## src/rtl/pwrseq_pkg.sv

```systemverilog
package pwrseq_pkg;

  typedef enum logic [2:0] {
    ST_ACTIVE,
    ST_ENTER,
    ST_SLEEP,
    ST_PWRON,
    ST_WAITV,
    ST_RELRST,
    ST_BOOT
  } seq_state_e;

  typedef enum logic [1:0] {
    PROF_NORM,
    PROF_PDE,
    PROF_FAST
  } rst_prof_e;

  function automatic int unsigned max2(int unsigned a, int unsigned b);
    return (a > b) ? a : b;
  endfunction

endpackage

```

## src/rtl/pwrseq_wake_qual.sv

```systemverilog
module pwrseq_wake_qual #(
  parameter int unsigned NUM  = 16,
  parameter int unsigned HOLD = 3
) (
  input  logic           clk_i,
  input  logic           rst_ni,
  input  logic           arm_i,
  input  logic [NUM-1:0] src_i,
  input  logic [NUM-1:0] mask_i,
  output logic           wake_o
);
  localparam int unsigned HW = $clog2(HOLD + 1);

  logic [NUM-1:0] hit;

  for (genvar g = 0; g < NUM; g++) begin : g_line
    logic [HW-1:0] cnt_q;
    logic          live;

    assign live = arm_i & src_i[g] & mask_i[g];

    always_ff @(posedge clk_i or negedge rst_ni) begin
      if (!rst_ni)                   cnt_q <= '0;
      else if (!live)                cnt_q <= '0;
      else if (cnt_q != HW'(HOLD))   cnt_q <= cnt_q + 1'b1;
    end

    assign hit[g] = (cnt_q == HW'(HOLD));

    AST_HIT_AFTER_HIGH: assert property (@(posedge clk_i) disable iff (!rst_ni)
      hit[g] |-> $past(src_i[g] && mask_i[g] && arm_i));
  end

  assign wake_o = |hit;

endmodule

```

## src/rtl/pwrseq_timer.sv

```systemverilog
module pwrseq_timer #(
  parameter int unsigned W = 8
) (
  input  logic         clk_i,
  input  logic         rst_ni,
  input  logic         load_i,
  input  logic [W-1:0] load_val_i,
  output logic         done_o
);
  logic [W-1:0] cnt_q;

  always_ff @(posedge clk_i or negedge rst_ni) begin
    if (!rst_ni)            cnt_q <= '0;
    else if (load_i)        cnt_q <= load_val_i;
    else if (cnt_q != '0)   cnt_q <= cnt_q - 1'b1;
  end

  assign done_o = (cnt_q == '0);

  AST_TMR_NO_WRAP: assert property (@(posedge clk_i) disable iff (!rst_ni)
    (done_o && !load_i) |=> done_o);

endmodule

```

## src/rtl/pwrseq_fsm.sv

```systemverilog
module pwrseq_fsm
  import pwrseq_pkg::*;
#(
  parameter int unsigned W            = 10,
  parameter int unsigned ENTER_CYC    = 1,
  parameter int unsigned PWRUP_CYC    = 3,
  parameter int unsigned VCC_MAX_CYC  = 328,
  parameter int unsigned RST_PDE_CYC  = 918,
  parameter int unsigned RST_FAST_CYC = 21,
  parameter int unsigned RST_NORM_CYC = 344,
  parameter int unsigned CS_CYC       = 1
) (
  input  logic         clk_i,
  input  logic         rst_ni,
  input  logic         sleep_req_i,
  input  logic         wake_i,
  input  logic         batt_fault_ni,
  input  logic         vdd_fault_ni,
  input  logic         cfg_pde_i,
  input  logic         cfg_fwake_i,
  input  logic         tmr_done_i,
  output logic         tmr_load_o,
  output logic [W-1:0] tmr_val_o,
  output logic         arm_o,
  output logic         reg_en_o,
  output logic         rst_no,
  output logic         boot_cs_no
);
  seq_state_e state_q, state_d;
  rst_prof_e  prof_q, prof_d;
  logic [W-1:0] rst_dly;

  always_comb begin
    unique case (prof_q)
      PROF_FAST: rst_dly = W'(RST_FAST_CYC - 1);
      PROF_PDE:  rst_dly = W'(RST_PDE_CYC - 1);
      default:   rst_dly = W'(RST_NORM_CYC - 1);
    endcase
  end

  always_comb begin
    state_d    = state_q;
    prof_d     = prof_q;
    tmr_load_o = 1'b0;
    tmr_val_o  = '0;
    unique case (state_q)
      ST_ACTIVE: if (sleep_req_i) begin
        state_d    = ST_ENTER;
        tmr_load_o = 1'b1;
        tmr_val_o  = W'(ENTER_CYC - 1);
      end
      ST_ENTER: if (tmr_done_i) state_d = ST_SLEEP;
      ST_SLEEP: if (wake_i && batt_fault_ni) begin
        state_d    = ST_PWRON;
        tmr_load_o = 1'b1;
        tmr_val_o  = W'(PWRUP_CYC - 1);
        // fast wake wins when both bits are set
        if (cfg_fwake_i)    prof_d = PROF_FAST;
        else if (cfg_pde_i) prof_d = PROF_PDE;
        else                prof_d = PROF_NORM;
      end
      ST_PWRON: if (tmr_done_i) begin
        state_d    = ST_WAITV;
        tmr_load_o = 1'b1;
        tmr_val_o  = W'(VCC_MAX_CYC - 1);
      end
      ST_WAITV: begin
        if (vdd_fault_ni) begin
          state_d    = ST_RELRST;
          tmr_load_o = 1'b1;
          tmr_val_o  = rst_dly;
        end else if (tmr_done_i) begin
          state_d = ST_SLEEP;
        end
      end
      ST_RELRST: begin
        if (!vdd_fault_ni) state_d = ST_SLEEP;
        else if (tmr_done_i) begin
          state_d    = ST_BOOT;
          tmr_load_o = 1'b1;
          tmr_val_o  = W'(CS_CYC - 1);
        end
      end
      ST_BOOT: begin
        if (!vdd_fault_ni)   state_d = ST_SLEEP;
        else if (tmr_done_i) state_d = ST_ACTIVE;
      end
      default: state_d = ST_SLEEP;
    endcase
  end

  always_ff @(posedge clk_i or negedge rst_ni) begin
    if (!rst_ni) begin
      state_q <= ST_SLEEP;
      prof_q  <= PROF_NORM;
    end else begin
      state_q <= state_d;
      prof_q  <= prof_d;
    end
  end

  assign arm_o      = (state_q == ST_SLEEP);
  assign reg_en_o   = (state_q == ST_ACTIVE) || (state_q == ST_ENTER) ||
                      (state_q == ST_WAITV)  || (state_q == ST_RELRST) ||
                      (state_q == ST_BOOT);
  assign rst_no     = (state_q == ST_ACTIVE) || (state_q == ST_BOOT);
  assign boot_cs_no = (state_q != ST_ACTIVE);

  AST_BATT_BLOCKS_WAKE: assert property (@(posedge clk_i) disable iff (!rst_ni)
    (state_q == ST_SLEEP && !batt_fault_ni) |=> state_q == ST_SLEEP);
  AST_PROF_HELD: assert property (@(posedge clk_i) disable iff (!rst_ni)
    (state_q != ST_SLEEP && $past(state_q != ST_SLEEP)) |-> $stable(prof_q));
  AST_VDD_ABORT: assert property (@(posedge clk_i) disable iff (!rst_ni)
    ((state_q == ST_RELRST || state_q == ST_BOOT) && !vdd_fault_ni)
      |=> state_q == ST_SLEEP);
  AST_REQ_IGNORED: assert property (@(posedge clk_i) disable iff (!rst_ni)
    (state_q == ST_RELRST && vdd_fault_ni && !tmr_done_i)
      |=> state_q == ST_RELRST);

endmodule

```

## src/rtl/pwr_seq_ctrl.sv

```systemverilog
module pwr_seq_ctrl
  import pwrseq_pkg::*;
#(
  parameter int unsigned NUM_WAKE     = 16,
  parameter int unsigned ASSERT_CYC   = 3,
  parameter int unsigned ENTER_CYC    = 1,
  parameter int unsigned PWRUP_CYC    = 3,
  parameter int unsigned VCC_MAX_CYC  = 328,
  parameter int unsigned RST_PDE_CYC  = 918,
  parameter int unsigned RST_FAST_CYC = 21,
  parameter int unsigned RST_NORM_CYC = 344,
  parameter int unsigned CS_CYC       = 1
) (
  input  logic                clk_i,
  input  logic                rst_ni,
  input  logic                sleep_req_i,
  input  logic [NUM_WAKE-1:0] wake_gpio_i,
  input  logic [NUM_WAKE-1:0] wake_mask_i,
  input  logic                batt_fault_ni,
  input  logic                vdd_fault_ni,
  input  logic                cfg_pde_i,
  input  logic                cfg_fwake_i,
  output logic                reg_en_o,
  output logic                rst_no,
  output logic                boot_cs_no
);
  localparam int unsigned MAX_A   = max2(max2(ENTER_CYC, PWRUP_CYC), max2(VCC_MAX_CYC, CS_CYC));
  localparam int unsigned MAX_B   = max2(max2(RST_PDE_CYC, RST_FAST_CYC), RST_NORM_CYC);
  localparam int unsigned MAX_CYC = max2(MAX_A, MAX_B);
  localparam int unsigned TW      = $clog2(MAX_CYC + 1);

  logic          wake, arm, tmr_load, tmr_done;
  logic [TW-1:0] tmr_val;

  pwrseq_wake_qual #(.NUM(NUM_WAKE), .HOLD(ASSERT_CYC)) u_qual (
    .clk_i  (clk_i),
    .rst_ni (rst_ni),
    .arm_i  (arm),
    .src_i  (wake_gpio_i),
    .mask_i (wake_mask_i),
    .wake_o (wake)
  );

  pwrseq_timer #(.W(TW)) u_tmr (
    .clk_i      (clk_i),
    .rst_ni     (rst_ni),
    .load_i     (tmr_load),
    .load_val_i (tmr_val),
    .done_o     (tmr_done)
  );

  pwrseq_fsm #(
    .W(TW), .ENTER_CYC(ENTER_CYC), .PWRUP_CYC(PWRUP_CYC),
    .VCC_MAX_CYC(VCC_MAX_CYC), .RST_PDE_CYC(RST_PDE_CYC),
    .RST_FAST_CYC(RST_FAST_CYC), .RST_NORM_CYC(RST_NORM_CYC), .CS_CYC(CS_CYC)
  ) u_fsm (
    .clk_i        (clk_i),
    .rst_ni       (rst_ni),
    .sleep_req_i  (sleep_req_i),
    .wake_i       (wake),
    .batt_fault_ni(batt_fault_ni),
    .vdd_fault_ni (vdd_fault_ni),
    .cfg_pde_i    (cfg_pde_i),
    .cfg_fwake_i  (cfg_fwake_i),
    .tmr_done_i   (tmr_done),
    .tmr_load_o   (tmr_load),
    .tmr_val_o    (tmr_val),
    .arm_o        (arm),
    .reg_en_o     (reg_en_o),
    .rst_no       (rst_no),
    .boot_cs_no   (boot_cs_no)
  );

  AST_CS_UNDER_RST: assert property (@(posedge clk_i) disable iff (!rst_ni)
    !boot_cs_no |-> rst_no);
  AST_RST_NEEDS_REG: assert property (@(posedge clk_i) disable iff (!rst_ni)
    rst_no |-> reg_en_o);
  AST_RST_BEFORE_OFF: assert property (@(posedge clk_i) disable iff (!rst_ni)
    ($fell(reg_en_o) && $past(vdd_fault_ni)) |-> $past(!rst_no));
  AST_REG_NEEDS_WAKE: assert property (@(posedge clk_i) disable iff (!rst_ni)
    $rose(reg_en_o) |-> $past(batt_fault_ni, 1) || $past(!arm));

endmodule

```

## config.mk

```make
export PLATFORM = sky130hd
export DESIGN_NAME = pwr_seq_ctrl
export DESIGN_NICKNAME = d
export VERILOG_FILES = /design/src/rtl/pwrseq_pkg.sv /design/src/rtl/pwrseq_wake_qual.sv /design/src/rtl/pwrseq_timer.sv /design/src/rtl/pwrseq_fsm.sv /design/src/rtl/pwr_seq_ctrl.sv
export SDC_FILE = /design/constraint.sdc
export NUM_CORES = 1
export LEC_CHECK = 0
export CAP_MARGIN = 0
export CORE_MARGIN = 10
export CORE_UTILIZATION = 59
export CTS_BUF_LIST = sky130_fd_sc_hd__clkbuf_4 sky130_fd_sc_hd__clkbuf_8
export CTS_CLUSTER_SIZE = 12
export DETAILED_ROUTE_END_ITERATION = 16
export PLACE_DENSITY = 0.89
export SYNTH_ARGS = -nofsm -noshare
export SYNTH_HDL_FRONTEND = slang
export SYNTH_SLANG_ARGS = --single-unit
```

## constraint.sdc

```tcl
create_clock -name clk_i -period 6.4 [get_ports clk_i]
set_clock_uncertainty 0.15 [all_clocks]
set_input_delay 0.64 -clock clk_i [delete_from_list [all_inputs] [get_ports clk_i]]
set_output_delay 0.64 -clock clk_i [all_outputs]
set_load 0.02 [all_outputs]
```

==> results by group, run 1 <==
Run status
  • Status: completed

GRT
  • GRT overflow: 0
  • GR peak layer: met2
  • Total GRT Usage: 14.69%
  • Met1 usage: 15.92%
  • Antenna violations before repair: 0
  • Met2 Usage GRT: 25.75%
  • Met3 usage: 5.258%
  • First-pass GRT wire length: 8.783 mm
  • Vias in the first global route: 1974
  • Largest net degree at the start of global routing: 48

Synth
  • Mean area per synthesized cell: 10.45 um^2
  • Mapped Cells: 239
  • Cell Area, Synth: 2499 um^2
  • Synthesized Nets: 297
  • Register bit total from synthesis: 47
  • Area contributors post-synth: dfrtp_1 (46%), ha_1 (9.5%), xor2_1 (6.7%)
  • Synth area leader: dfrtp_1
  • Yosys warning count: 0
  • Yosys top cell area share: 46.07%
  • Netlist cell types: 37
  • Sequential element share of the synthesized area: 47.12%

STA
  • RSZ-0062 raised after global routing: false
  • Max Freq: 0.3752 GHz
  • Rel. slew slack: 30.21%
  • Final WS setup: 3.735 ns
  • Tmin final: 2.665 ns
  • Count of final setup violators: 0
  • Period utilization: 41.64%
  • Setup_tns: 0 ns
  • Fin. Hold Viols: 0
  • Pin slew with the least headroom to its limit: 1.041 ns
  • Max-slew violations: 0

Pwr
  • Max rail drop VDD: 0.0001578 V
  • Comb power frac: 35.2%
  • Pleak: 0.001456 uW
  • Clock share of power: 18.1%
  • Sequential share of power: 46.8%
  • P_int: 594.0 uW
  • Switching Share: 35.58%
  • Switching pwr: 328.1 uW
  • Pwr dens: 304.9 nW/um^2

Floorplanning
  • Row count: 23
  • Die height: 85.08 um
  • Count of boundary I/O pins: 42
  • Die ar.: 7238 um^2
  • Core area: 4058 um^2
  • Initial Utilization: 61.58%
  • Die X: 85.08 um

Layout
  • Final Net Count: 341
  • Share of cells above drive strength 1: 7.042%
  • Layout Cells excl Fill: 334
  • Layout area overhead: 21.03%
  • Most common cell after layout, fill and taps aside: dfrtp_1
  • Post-layout util: 74.53%
  • Design Area, Final: 3024 um^2
  • Most frequent cells in the layout: dfrtp_1 (46), nor2_1 (42), clkdlybuf4s50_1 (40)
  • Ant diodes: 0

Placement
  • Port Buffer Count: 41
  • Dpl cell area: 2940 um^2
  • GP Congestion: 0.8637
  • Hpwl dp: 3.807 mm
  • DP Worst Slack: 3.767 ns
  • Dpl cells: 326

Clock network
  • CTS tree: done
  • Cts repair resizes: 0
  • Depth of the CTS H-tree: 2
  • Clock tree buffer depth: 2
  • Hold Buf Count CTS: 0
  • Number of CTS-inserted buffers: 5
  • CTS root buf: clkbuf_8
  • Setup bufs post-CTS: 0
  • Clk slew on worst S/H paths: 0.08 ns
  • Clock sinks: 47
  • Clock latency on the worst-skew pair: 0.29 ns

Detailed routing
  • Drt total wl: 4.987 mm
  • First-pass DRT Iterations: 4
  • # DRC: 0
  • Iter 0 DRT Violations: 110
  • Vias: 1852
  • Vias per cell: 5.545
  • Post-DRT Antenna Nets: 0
  • WL per Instance: 14.93 um

Critical path
  • R2R setup slack: 3.75 ns
  • Crit path launch type: register
  • Worst path arrival time: 1.88 ns
  • Critical path type: reg2out
  • CP Capture Type: output pin
  • Critical Path RT: 5.61 ns
  • Crit-path max FO: 8

Hold path
  • Min-delay worst type: in2async

Run
  • Max-Cap Viols: 0
[per-stage QoR]
step,total power (uW),hold WS (ns)
after floorplan,659.4,0.1944
after global placement,743.9,0.3484
after detailed placement,758.0,0.3508
after CTS,928.4,0.3727
after global routing,993.7,0.4059
final,922.1,0.3580
[cell type report]
type,count,area (um^2)
inverters,8,30.03
repair buffers,41,405.4
well taps,50,62.56
clock buffers,5,68.82
fillers,294,1033
flip-flops and latches,47,1177
clock inverters,3,15.01
multi-input cells,180,1265
[state kept, by name, indices dropped and copies added, names as in the netlist]
register,count
u_fsm.prof_q,2
u_fsm.state_q,3
u_qual.g_line.cnt_q,32
u_tmr.cnt_q,10
[path summary, 6_finish.rpt]
path / cells after the start / end / from
min in group clk_i: 2 / u_fsm.prof_q[0] / u_fsm.prof_q[0]
worst max register to register: 7 / u_tmr.cnt_q[1] / u_tmr.cnt_q[0]
worst min register to register: 2 / u_fsm.prof_q[0] / u_fsm.prof_q[0]
max in group asynchronous: 1 / u_tmr.cnt_q[1] / rst_ni
worst min-delay path: 1 / u_tmr.cnt_q[9] / rst_ni
worst max-delay path: 4 / rst_no / u_fsm.state_q[1]
[cell usage after synthesis]
| cell | count |
|---|---|
| maj3_2 | 1 |
| nand4_1 | 3 |
| nand3_1 | 22 |
| nand4_2 | 1 |
| o211ai_1 | 2 |
| buf_6 | 2 |
| nor2b_1 | 1 |
| xor2_1 | 19 |
| mux2_2 | 1 |
| o221ai_1 | 1 |
| xnor2_1 | 6 |
| nor4_4 | 1 |
| nor4_1 | 5 |
| dfrtp_1 | 46 |
| or3b_2 | 1 |
| mux2i_1 | 16 |
| dfstp_2 | 1 |
| a2bb2oi_1 | 1 |
| o21a_1 | 1 |
| nand2b_1 | 3 |
| and3_2 | 1 |
| or4_4 | 1 |
| o22ai_1 | 1 |
| nor3_1 | 7 |
| or4_1 | 1 |
| clkbuf_2 | 1 |
| clkbuf_1 | 1 |
| and2b_2 | 1 |
| a21oi_1 | 5 |
| mux2_4 | 1 |
| nand2_1 | 7 |
| ha_1 | 19 |
| a32o_1 | 1 |
| o31ai_1 | 1 |
| inv_1 | 8 |
| nor2_1 | 42 |
| o21ai_0 | 7 |
[layer usage]
| metal | vias to the layer above | wire (um) |
|---|---|---|
| li1 | 923 | - |
| met5 | - | 0 |
| met1 | 864 | 2092 |
| met3 | 11 | 328 |
| met2 | 54 | 2473 |
| met4 | 0 | 93 |
[logic make-up (layout without fill, tap and decap cells)]
kind of cell               after synthesis  count (layout)  share of synthesized area [%]
buffers and inverters                   12              57                          2.453
xor gates and xnor gates                25              25                          8.763
muxes                                   18              18                          7.461
and+or+nand+nor                         97              97                          19.28
adders and majority gates               20              20                          9.965
DFF                                     47              47                          47.12
AOI/OAI and AO/OA                       20              20                          4.957
[power groups by stage]
| stage | combinational [uW] | clock, uW | sequential, uW |
|---|---|---|---|
| 2_1_floorplan | 245 | 0 | 414 |
| 3_3_place_gp | 315 | 0 | 429 |
| 3_5_place_dp | 323 | 0 | 435 |
| 4_1_cts | 329 | 170 | 430 |
| 5_1_grt | 370 | 184 | 440 |
| 6_report | 324 | 166 | 431 |
[worst max-delay path: stages (launching register included)]
cell,delay (ns)
dfstp_2,0.61
inv_1,0.13
nor2_1,0.22
nor3_1,0.08
clkdlybuf4s50_1,0.55
Power figures use the tool's default switching activity.
==> run 2: changes to the inputs <==
--- a/config.mk
+++ b/config.mk
@@ -7,11 +7,11 @@
 export LEC_CHECK = 0
 export CAP_MARGIN = 0
 export CORE_MARGIN = 10
-export CORE_UTILIZATION = 59
+export CORE_UTILIZATION = 50
 export CTS_BUF_LIST = sky130_fd_sc_hd__clkbuf_4 sky130_fd_sc_hd__clkbuf_8
 export CTS_CLUSTER_SIZE = 12
 export DETAILED_ROUTE_END_ITERATION = 16
-export PLACE_DENSITY = 0.89
+export PLACE_DENSITY = 0.81
 export SYNTH_ARGS = -nofsm -noshare
 export SYNTH_HDL_FRONTEND = slang
 export SYNTH_SLANG_ARGS = --single-unit
==> constraint.sdc (replaced) <==
create_clock -name clk_i -period 2.3 [get_ports clk_i]
set_clock_uncertainty 0.15 [all_clocks]
set_input_delay 0.23 -clock clk_i [delete_from_list [all_inputs] [get_ports clk_i]]
set_output_delay 0.23 -clock clk_i [all_outputs]
set_load 0.02 [all_outputs]
==> results by group, run 2 (synthesis gave the netlist of run 1 again) <==
Run status
  • Status: completed

Layout
  • Final Net Count: 357 (+4.7%)
  • Largest Register: u_qual.g_line.cnt_q
  • Layout area overhead: 29.49%
  • Share of cells above drive strength 1: 13.67% (+6.6 points)
  • Max FFs per register: 32 (unchanged)
  • Post-layout util: 67.61% (-6.9 points)
  • Most frequent cells in the layout: dfrtp_1 (46), nor2_1 (42), clkdlybuf4s50_1 (39)
  • Most common cell after layout, fill and taps aside: dfrtp_1
  • Ant diodes: 0 (unchanged)
  • Largest registers: u_qual.g_line.cnt_q x32, u_tmr.cnt_q x10, u_fsm.state_q x3
  • Layout Cells excl Fill: 367 (+9.9%)

Detailed routing
  • Drt total wl: 5.340 mm (+7.1%)
  • First-pass DRT Iterations: 4 (unchanged)
  • # DRC: 0 (unchanged)
  • WL per Instance: 14.55 um (-2.5%)
  • Post-DRT Antenna Nets: 0 (unchanged)
  • Vias per cell: 5.343 (-3.6%)
  • Vias: 1961 (+5.9%)
  • Iter 0 DRT Violations: 94 (-15%)

Floorplanning
  • Count of boundary I/O pins: 42 (unchanged)
  • Die ar.: 8225 um^2 (+14%)
  • Die X: 90.69 um (+6.6%)
  • Row count: 25 (+8.7%)
  • Die height: 90.69 um (+6.6%)
  • Core area: 4786 um^2 (+18%)
  • Initial Utilization: 52.21% (-9.4 points)

GRT
  • First-pass GRT wire length: 9.232 mm (+5.1%)
  • Antenna violations before repair: 0 (unchanged)
  • Vias in the first global route: 2014 (+2.0%)
  • Total GRT Usage: 13.33% (-1.4 points)
  • Largest net degree at the start of global routing: 48 (unchanged)
  • GRT overflow: 0 (unchanged)

Clock network
  • CTS root buf: clkbuf_8
  • Number of CTS-inserted buffers: 5 (unchanged)
  • Clock tree buffer depth: 2 (unchanged)
  • Clock latency on the worst-skew pair: 0.29 ns (about the same)
  • Clk slew on worst S/H paths: 0.09 ns (about the same)
  • CTS tree: done
  • Clock sinks: 47 (unchanged)
  • Depth of the CTS H-tree: 2 (unchanged)

Pwr
  • Pwr dens: 875.6 nW/um^2 (+190%)
  • P_int: 1875 uW (+220%)
  • Comb power frac: 35.9% (+0.7 points)
  • Pleak: 0.001557 uW (+6.9%)
  • Max rail drop VDD: 0.0004557 V (+190%)
  • Switching pwr: 958.3 uW (+190%)
  • Clock share of power: 22.0% (+3.9 points)
  • Switching Share: 33.82% (-1.8 points)
  • Sequential share of power: 42.1% (-4.7 points)

Critical path
  • CP Capture Type: register
  • Crit-path max FO: 5 (-3)
  • FF-to-FF Start: u_tmr.cnt_q[4]
  • Critical path type: reg2reg
  • Worst path arrival time: 2.28 ns (+0.40 ns)
  • Crit path launch type: register
  • FF-to-FF End: u_tmr.cnt_q[1]
  • FF-to-FF path depth: 6 (-1)
  • Critical Path RT: 2.34 ns (-3.27 ns)
  • CP Launch Point: u_tmr.cnt_q[4]
  • R2R setup slack: 0.06 ns (-3.69 ns)

Hold path
  • Min-delay worst type: in2reg
  • Hold depth: 3
  • Hold Crit Start: wake_gpio_i[6]
  • Hold Crit Endpoint: u_qual.g_line[6].cnt_q[1]

STA
  • Fin. Hold Viols: 0 (unchanged)
  • Max Freq: 0.4457 GHz
  • Period utilization: 97.56%
  • Max-slew violations: 0 (unchanged)
  • Pin slew with the least headroom to its limit: 0.5919 ns (-0.4493 ns)
  • Tmin final: 2.244 ns
  • RSZ-0062 raised after global routing: true
  • Rel. slew slack: 60.54% (+30 points)
  • Final hold slack: 0.3369 ns (-0.02103 ns)
  • Setup_tns: 0 ns (unchanged)
  • Count of final setup violators: 0 (unchanged)

Placement
  • GP Congestion: 0.8970 (+3.9%)
  • Port Buffer Count: 41 (unchanged)
  • Hpwl dp: 4.051 mm (+6.4%)
  • Dpl cells: 356 (+9.2%)

Run
  • Max-Cap Viols: 0 (unchanged)
[run 2: cell type report]
class | count | area (um^2)
fillers | 348 | 1550
multi-input cells | 180 | 1300
well taps | 67 | 83.83
repair buffers | 57 | 526.8
clock buffers | 6 | 82.58
inverters | 8 | 30.03
flip-flops and latches | 47 | 1177
clock inverters | 2 | 35.03
[run 2: worst max path at each step]
stage	to	slack, ns	cells past startpoint
finish	u_tmr.cnt_q[1]	0.06	6
global route	u_tmr.cnt_q[0]	0.000005	7
CTS	u_tmr.cnt_q[1]	0.003	8
detailed placement	u_fsm.state_q[2]	0.03	8
global placement	u_tmr.cnt_q[1]	0.09	5
floorplan	u_tmr.cnt_q[1]	-0.03	7
[run 2: stage by stage]
step	setup slack, ns	cell area (um^2)	total power, uW
2_1_floorplan	-0.02639	2509	1849
3_3_place_gp	0.09460	3069	2137
3_5_place_dp	0.02894	3069	2187
4_1_cts	0.002967	3196	2823
5_1_grt	0.000004885	3236	3026
6_report	0.05618	3236	2833
[run 2: power groups by stage]
stage               Combinational, uW  Sequential (uW)  Clock, uW
detailed placement                987             1200          0
global route                     1140             1220        673
finish                           1020             1190        624
CTS                              1000             1190        637
floorplan                         694             1150          0
global placement                  948             1190          0
[run 2: metal layers]
| layer | wire length (um) | share of wire, % | track usage [%] |
|---|---|---|---|
| met1 | 2341 | 44 | 15.58 |
| met2 | 2686 | 50 | 23.26 |
| met3 | 266 | 5.0 | 3.408 |
| met4 | 46 | 0.86 | 3.979 |
| met5 | 0 | 0 | 0 |
[run 2: worst max-delay path, stage by stage, from the launching register on]
cell	delay, ns
dfrtp_1	0.39
or4_4	0.58
nor4_4	0.26
buf_4	0.18
nand3_2	0.11
nand4_2	0.16
mux2_4	0.30
[run 2: timing repair]
action,in CTS,in global routing
setup buffers,0,2
endpoints found under the setup margin,1,9
resized for setup,1,4
hold buffers,1,0
hold endpoints to repair,46,0
pin swaps,0,2
